--- config.mk ---
export PLATFORM = sky130hd
export DESIGN_NAME = frac_pulse_scaler
export DESIGN_NICKNAME = d
export VERILOG_FILES = /design/src/rtl/fps_pkg.sv /design/src/rtl/fps_ratio_reg.sv /design/src/rtl/fps_mod_acc.sv /design/src/rtl/fps_pulse_reg.sv /design/src/rtl/frac_pulse_scaler.sv
export SDC_FILE = /design/constraint.sdc
export NUM_CORES = 1
export LEC_CHECK = 0
export ABC_AREA = 1
export BUFFER_PORTS_ARGS = -buffer_cell sky130_fd_sc_hd__buf_2
export CAP_MARGIN = 20
export CORE_AREA = 2 2 113 71
export CTS_CLUSTER_SIZE = 25
export DETAILED_ROUTE_END_ITERATION = 8
export DIE_AREA = 0 0 115 73
export GPL_ROUTABILITY_DRIVEN = 1
export SLEW_MARGIN = 15
export SYNTH_ARGS = -nofsm -noshare
export SYNTH_HDL_FRONTEND = slang
export SYNTH_SLANG_ARGS = --single-unit
--- constraint.sdc ---
create_clock -name clk_i -period 2.6 [get_ports clk_i]
set_input_delay 0.26 -clock clk_i [delete_from_list [all_inputs] [get_ports clk_i]]
set_output_delay 0.26 -clock clk_i [all_outputs]
set_load 0.02 [all_outputs]
--- src/rtl/fps_pkg.sv ---
package fps_pkg;
  typedef enum logic {
    DIR_REV = 1'b0,
    DIR_FWD = 1'b1
  } dir_e;
endpackage

--- src/rtl/fps_ratio_reg.sv ---
module fps_ratio_reg #(
  parameter int W = 8
) (
  input  logic         clk_i,
  input  logic         rst_ni,
  input  logic         load_i,
  input  logic [W-1:0] num_i,
  input  logic [W-1:0] den_i,
  output logic [W-1:0] num_o,
  output logic [W-1:0] den_o,
  output logic         valid_o
);
  logic [W-1:0] num_q, den_q;
  logic         valid_q;

  always_ff @(posedge clk_i or negedge rst_ni) begin
    if (!rst_ni) begin
      num_q   <= '0;
      den_q   <= '0;
      valid_q <= 1'b0;
    end else if (load_i) begin
      num_q   <= num_i;
      den_q   <= den_i;
      valid_q <= (den_i != '0) && (num_i < den_i);
    end
  end

  assign num_o   = num_q;
  assign den_o   = den_q;
  assign valid_o = valid_q;

  // an unusable ratio is never marked valid
  assert_bad_ratio_invalid_R7: assert property (@(posedge clk_i) disable iff (!rst_ni)
    load_i && ((den_i == '0) || (num_i >= den_i)) |=> !valid_o);
endmodule

--- src/rtl/fps_mod_acc.sv ---
module fps_mod_acc #(
  parameter int W = 8
) (
  input  logic         clk_i,
  input  logic         rst_ni,
  input  logic         clear_i,
  input  logic         step_i,
  input  logic         dir_i,
  input  logic [W-1:0] num_i,
  input  logic [W-1:0] den_i,
  output logic         wrap_o,
  output logic [W:0]   acc_o
);
  import fps_pkg::*;
  localparam int ACC_W = W + 1;
  localparam int SUM_W = W + 2;

  logic [ACC_W-1:0] acc_q, acc_d;
  logic [SUM_W-1:0] acc_x, num_x, den_x;
  logic [SUM_W-1:0] fwd_raw, fwd_sub, rev_raw, rev_add;
  logic             fwd_wrap, rev_wrap;

  assign acc_x = {1'b0, acc_q};
  assign num_x = {2'b00, num_i};
  assign den_x = {2'b00, den_i};

  // two adders per direction, select on sign
  assign fwd_raw  = acc_x + num_x;
  assign fwd_sub  = fwd_raw - den_x;
  assign fwd_wrap = !fwd_sub[SUM_W-1];
  assign rev_raw  = acc_x - num_x;
  assign rev_add  = rev_raw + den_x;
  assign rev_wrap = rev_raw[SUM_W-1];

  always_comb begin
    acc_d  = acc_q;
    wrap_o = 1'b0;
    if (step_i) begin
      if (dir_e'(dir_i) == DIR_FWD) begin
        wrap_o = fwd_wrap;
        acc_d  = fwd_wrap ? fwd_sub[ACC_W-1:0] : fwd_raw[ACC_W-1:0];
      end else begin
        wrap_o = rev_wrap;
        acc_d  = rev_wrap ? rev_add[ACC_W-1:0] : rev_raw[ACC_W-1:0];
      end
    end
  end

  always_ff @(posedge clk_i or negedge rst_ni) begin
    if (!rst_ni)      acc_q <= '0;
    else if (clear_i) acc_q <= '0;
    else              acc_q <= acc_d;
  end

  assign acc_o = acc_q;

  assert_clear_zero_R2: assert property (@(posedge clk_i) disable iff (!rst_ni)
    clear_i |=> (acc_o == '0));
  assert_idle_hold_R9: assert property (@(posedge clk_i) disable iff (!rst_ni)
    !step_i && !clear_i |=> $stable(acc_o));
endmodule

--- src/rtl/fps_pulse_reg.sv ---
module fps_pulse_reg (
  input  logic clk_i,
  input  logic rst_ni,
  input  logic step_i,
  input  logic fire_i,
  input  logic dir_i,
  output logic pulse_o,
  output logic dir_o
);
  import fps_pkg::*;
  logic pulse_q;
  logic dir_q;

  always_ff @(posedge clk_i or negedge rst_ni) begin
    if (!rst_ni) begin
      pulse_q <= 1'b0;
      dir_q   <= DIR_FWD;
    end else begin
      pulse_q <= step_i && fire_i;
      if (step_i) dir_q <= dir_i;
    end
  end

  assign pulse_o = pulse_q;
  assign dir_o   = dir_q;

  assert_out_follows_step_R8: assert property (@(posedge clk_i) disable iff (!rst_ni)
    pulse_o |-> $past(step_i));
  assert_dir_matches_R8: assert property (@(posedge clk_i) disable iff (!rst_ni)
    step_i |=> (dir_o == $past(dir_i)));
endmodule

--- src/rtl/frac_pulse_scaler.sv ---
module frac_pulse_scaler #(
  parameter int W = 8
) (
  input  logic         clk_i,
  input  logic         rst_ni,
  input  logic         pulse_i,
  input  logic         dir_i,
  input  logic         load_i,
  input  logic [W-1:0] num_i,
  input  logic [W-1:0] den_i,
  output logic         pulse_o,
  output logic         dir_o
);
  logic [W-1:0] num_r, den_r;
  logic         ratio_ok;
  logic         step;
  logic         wrap;
  logic [W:0]   acc;

  fps_ratio_reg #(.W(W)) u_ratio (
    .clk_i(clk_i), .rst_ni(rst_ni), .load_i(load_i),
    .num_i(num_i), .den_i(den_i),
    .num_o(num_r), .den_o(den_r), .valid_o(ratio_ok)
  );

  // load wins over a coincident step
  assign step = pulse_i && ratio_ok && !load_i;

  fps_mod_acc #(.W(W)) u_acc (
    .clk_i(clk_i), .rst_ni(rst_ni), .clear_i(load_i),
    .step_i(step), .dir_i(dir_i),
    .num_i(num_r), .den_i(den_r),
    .wrap_o(wrap), .acc_o(acc)
  );

  fps_pulse_reg u_out (
    .clk_i(clk_i), .rst_ni(rst_ni), .step_i(step),
    .fire_i(wrap), .dir_i(dir_i),
    .pulse_o(pulse_o), .dir_o(dir_o)
  );

  assert_acc_in_range_R3: assert property (@(posedge clk_i) disable iff (!rst_ni)
    ratio_ok |-> (acc < {1'b0, den_r}));
  assert_silent_invalid_R7: assert property (@(posedge clk_i) disable iff (!rst_ni)
    !ratio_ok |=> !pulse_o);
  assert_no_pulse_on_load_R2: assert property (@(posedge clk_i) disable iff (!rst_ni)
    load_i |=> !pulse_o);
endmodule

Word-level counts from Yosys, hierarchy flattened
Index checks and enable logic that the tools add are counted.
{ "word_totals": {"ff_bits": 28} }
{ "classes": {"add_sub_neg": 4, "magnitude_cmp": 1, "n_mux": 7, "reduce_logical": 8} }
{ "op_table": {"columns": ["operator", "count"], "rows": [
  ["9-bit 2-to-1 mux", 5],
  ["9-bit by 8-bit adder with 10-bit output", 1],
  ["10-bit by 8-bit subtractor with 10-bit output", 1],
  ["9-bit by 8-bit subtractor with 10-bit output", 1],
  ["9-bit by 8-bit adder with 9-bit output", 1],
  ["8-bit less-than comparator", 1],
  ["8-bit nonzero test", 1],
  ["1-bit logical AND", 4],
  ["1-bit zero test", 2],
  ["1-bit 2-to-1 mux", 2],
  ["2-bit nonzero test", 1]
]} }

Depth between registers and ports, before layout
{ "logic_depth": {"ltp_word": 6, "depth_mapped": 24, "ltp_nobuf": 23} }

Modules after synthesis
From an unflattened synthesis, not the netlist that was laid out.
{ "unflattened": {"hier_cells": 490, "area_unflattened_um2": 3337.0} }
{ "by_module_without_submodules": {"columns": ["module", "instances", "cells_each", "area_per_inst_um2", "seq_area_each_um2"], "rows": [
  ["fps_mod_acc", 1, 381, 2364.8, 225.2],
  ["fps_ratio_reg", 1, 99, 888.4, 425.4],
  ["fps_pulse_reg", 1, 8, 73.8, 51.3],
  ["frac_pulse_scaler", 1, 2, 10.0, 0.0]
]} }

Least setup slack after synthesis
No wires, ideal clock.
{ "synth_timing": {"kind": "reg2reg", "startpoint": "register u_ratio.num_q[0] (netlist: u_ratio.num_o[0])", "endpoint": "register u_acc.acc_q[5] (netlist: u_acc.acc_o[5])", "setup_time_ps": 116, "arrival_time_ps": 2799, "required_ps": 2484, "setup_slack_ps": -316, "stages_incl_launch_ff": 19, "n_path_buf": 0, "synth_period_minus_slack_ps": 2916, "path_cell_list": "dfrtp_1 > ha_1 > fa_1 > nand3_1 > nand2_2 > a31oi_1 > xor2_1 > ha_1 > a21o_1 > nor2_1 > nand2_1 > nand2_1 > nand3_2 > nand2_4 > nand2_4 > nand2_1 > nand3_1 > nand2_1 > nand2_1"} }
{ "synth_between": {"elab_chain_len": 6, "elab_cells_between_ends": 9, "cone_classes": "4 x add/sub; 5 x mux"} }
{ "synth_lines": {"columns": ["item", "line_no", "rtl"], "rows": [
  ["from (decl)", "fps_ratio_reg.sv:13", "logic [W-1:0] num_q, den_q;"],
  ["from (signal assigned)", "fps_ratio_reg.sv:22", "num_q <= num_i;"],
  ["9-bit by 8-bit adder with 10-bit output or 9-bit by 8-bit subtractor with 10-bit output (tied branches)", "fps_mod_acc.sv:28, fps_mod_acc.sv:31", null],
  ["10-bit by 8-bit subtractor with 10-bit output or 9-bit by 8-bit adder with 9-bit output (tied branches)", "fps_mod_acc.sv:29, fps_mod_acc.sv:32", null],
  ["9-bit 2-to-1 mux, on equally long branches", "fps_mod_acc.sv:41, fps_mod_acc.sv:44", null],
  ["9-bit 2-to-1 mux (*)", "fps_mod_acc.sv:39", "if (dir_e'(dir_i) == DIR_FWD) begin"],
  ["9-bit 2-to-1 mux (*)", "fps_mod_acc.sv:38", "if (step_i) begin"],
  ["9-bit 2-to-1 mux (*)", "fps_mod_acc.sv:51", "else if (clear_i) acc_q <= '0;"],
  ["to (signal assigned)", "fps_mod_acc.sv:50", "if (!rst_ni) acc_q <= '0;"],
  ["to (signal assigned)", "fps_mod_acc.sv:51", null],
  ["to (signal assigned)", "fps_mod_acc.sv:52", "else acc_q <= acc_d;"],
  ["to (decl)", "fps_mod_acc.sv:18", "logic [ACC_W-1:0] acc_q, acc_d;"]
]} }
Mark *: on every way between the ends. The rest lies on a longest branch, timed or not. The select of a mux whose other input is x is not followed.
A chain may end at the register's enable or synchronous reset.

Worst setup path in the final report
{ "layout_timing": {"startpoint": "register u_ratio.num_q[0] (netlist: u_ratio.num_o[0])", "endpoint": "register u_acc.acc_q[6] (netlist: u_acc.acc_o[6])"} }
Same word-level chain as after synthesis.

==> results by group <==
Worst setup path
  • Slowest cell on crit path: dfrtp_1
  • Worst setup path class: flip-flop to flip-flop
  • CP Launch Type: flip-flop
  • Highest net fanout along the worst path: 8
  • CP required: 2.83 ns
  • Crit path DAT: 3.39 ns
  • Crit. End Element: flip-flop
  • CP Buf/Inv Count: 2
  • CP peak stage delay: 0.40 ns
  • Worst path cell trace: buf_6 > ha_4 > fa_2 > nand3_2 > nand2_2 > a31oi_4 > xor2_2 > ha_4 > a21o_1 > nor2_1 > nand2_2 > nand2_4 > nand3_4 > nand2_8 > buf_8 > nand3_1 > nand3_1 > nand2_1 > nand2_1
  • Top Family by Delay on Critical Path: simple AND/OR/NAND/NOR gates

Final layout
  • Cell area after layout: 4710 µm²
  • Fillers: 680
  • Share of cells above drive strength 1: 36.0%
  • Ant. Diodes: 0
  • Post-layout util: 62.7%
  • Area grow syn2layout: 46.0%
  • Layout Nets: 667

Clocking
  • H-tree lvl count: 1
  • Clock tree from TritonCTS: yes
  • CTS buffer count: 3
  • Root buf cell: clkbuf_16
  • Clock-pin slew on the worst setup and hold paths: 0.09 ns
  • Clock latency on the worst-skew pair: 0.28 ns
  • Max Root-Sink Buffers: 2
  • Clock sinks: 28

Global route
  • Vias in the first global route: 3489
  • All-Layer GR Usage: 28.2%
  • First-pass GRT wire length: 17900 µm
  • Pin count of the biggest net entering global routing: 33
  • Initial antenna violation count: 0
  • Global route total overflow: 0

Timing
  • Worst Tran Pin Value: 0.869 ns
  • Fmax: 0.316 GHz
  • RSZ-0062 raised after global routing: true
  • Final Skew: 0.0164 ns
  • Fin. Hold Viols: 0
  • Min cycle time layout: 3.17 ns
  • Final Max Slew Viols: 0
  • Setup ws final: -0.566 ns
  • Worst hold slack: 0.00957 ns
  • Max-Slew Margin vs Limit: 42.1%
  • Setup Viol. Count Final: 10
  • Period utilisation layout: 122%

Drt
  • TritonRoute pass-1 iters: 5
  • DR DRC count: 0
  • Via count: 3608
  • Drt total wl: 11600 µm
  • Wirelength per Cell: 16.7 µm
  • Post-route ant nets: 0
  • Vias per cell: 5.18
  • DRT iter0 DRCs: 309

Synth
  • Distinct cells, synth: 38
  • Synth Register Bits: 28
  • Number of synthesis warnings: 0
  • Sequential share of the synthesized area: 21.8%
  • Post-synth top flop: dfrtp_1
  • EDFF count, synth: 0
  • Syn Std Cell Area: 3230 µm²
  • Gate Count Post-Synth: 474
  • Ys async rst share: 100%
  • Syn Nets: 538
  • Syn Area/Cell: 6.81 µm²

Floorplanning
  • Die width: 115 µm
  • Site Rows: 25
  • Die area: 8400 µm²
  • Core ar.: 7510 µm²
  • Initial Util: 43.0%
  • I/O Pins: 23
  • Die Ht: 73 µm

Job
  • Max-cap check violation count: 0

Pwr
  • Maximum vdd drop: 0.000586 V
  • Leak: 0.00259 µW
  • Pwr dens: 1470 nW/µm²
  • Overall Power: 6920 µW

Min path
  • Type of the tightest min-delay check: primary input to asynchronous set/reset pin

Place
  • Final GP Congestion: 0.973
  • Dpl ws: -0.653 ns
  • Area after DPL: 4150 µm²
  • Final HPWL DP: 8780 µm
  • PortBufs: 22

Outcome
  • Outcome: finished, violations left
  • Failing checks: setup timing
-- registers in the layout (all words and copies together) (netlist names) --
register / cells
u_acc.acc_o: 9
u_ratio.num_o: 8
u_ratio.den_o: 8
u_out.dir_o: 1
u_ratio.valid_o: 1
u_out.pulse_o: 1
-- kinds of logic after synthesis --
logic type               after synthesis  share of synthesized area, %
AO/OA/AOI/OAI                         74                          12.8
adder cells (fa/ha/maj)               43                          17.6
XOR/XNOR                              19                          5.16
AND/OR/NAND/NOR                      219                          31.1
buffers and inverters                 91                          11.6
flip-flops                            28                          21.8
-- worst paths after layout --
kind	from	end	slack [ns]	cells past startpoint
max	u_ratio.num_o[0]$_DFFE_PN0P_	u_acc.acc_o[6]$_DFFE_PN0P_	-0.57	19
min	rst_ni	u_ratio.den_o[4]$_DFFE_PN0P_	0.01	1
max reg2reg	u_ratio.num_o[0]$_DFFE_PN0P_	u_acc.acc_o[6]$_DFFE_PN0P_	-0.57	19
min reg2reg	u_out.dir_o$_DFFE_PN1P_	u_out.dir_o$_DFFE_PN1P_	0.47	2
max in group asynchronous	rst_ni	u_acc.acc_o[7]$_DFFE_PN0P_	2.12	1
min in group clk_i	den_i[2]	u_ratio.den_o[2]$_DFFE_PN0P_	0.21	3
-- through the flow --
stage	cells	setup TNS, ns
floorplan	474	-1.98
global placement	680	-5.41
detailed placement	680	-5.99
CTS	691	-5.49
global route	696	-6.73
finish	696	-5.37
-- metal layers --
layer / vias to the layer above / global-route usage (%) / wire length [µm]
met3: 16 / 6.40 / 941
met4: 0 / 4.69 / 236
met5: - / 0 / 0
met2: 132 / 42.9 / 4830
met1: 1678 / 41.3 / 5600
li1: 1782 / - / -
-- where the power goes --
part / switching [µW] / internal (µW)
sequential: 91.5 / 522
combinational: 3130 / 2690
clock: 181 / 308
total: 3400 / 3520
-- layout by cell type (no fill, tap or decap), types with 3 or more instances in the layout --
cell type / instances
a21oi_1: 23
a21oi_2: 6
buf_2: 22
buf_4: 104
buf_6: 4
clkbuf_16: 3
dfrtp_1: 27
ha_1: 28
ha_4: 9
inv_1: 74
inv_2: 7
nand2_1: 123
nand2_2: 13
nand2_4: 4
nand3_1: 22
nand3_2: 16
nand4_1: 10
nor2_1: 15
nor2_2: 4
o211ai_1: 4
o21ai_0: 27
xnor2_1: 6
xor2_1: 8
xor2_2: 4
-- area by class of cell --
cell class,instances,area [µm²],area share (%)
multi-input combinational,357,2530,53.6
timing repair buffer,131,951,20.2
sequential,28,702,14.9
inverter,82,309,6.56
tap,94,118,2.50
clock buffer,3,75.1,1.59
clock inverter,1,30.0,0.637
-- what timing repair did --
action / in CTS / in global routing
hold buffers: 0 / 0
pin swaps: 20 / 29
gates resized for setup: 13 / 58
gates cloned: 2 / 0
endpoints found under the setup margin: 10 / 10
setup buffers: 5 / 5
-- cell usage after synthesis (7+ instances only) --
cell type    n  area, µm²
nand2_1    135        507
inv_1       77        289
ha_1        39        488
nand3_1     35        175
a21oi_1     29        145
o21ai_0     29        145
dfrtp_1     27        676
nor2_1      17       63.8
xor2_1      12        105
nand4_1     10       62.6
xnor2_1      7       61.3
Note: power is estimated with default switching activity, not from simulation.
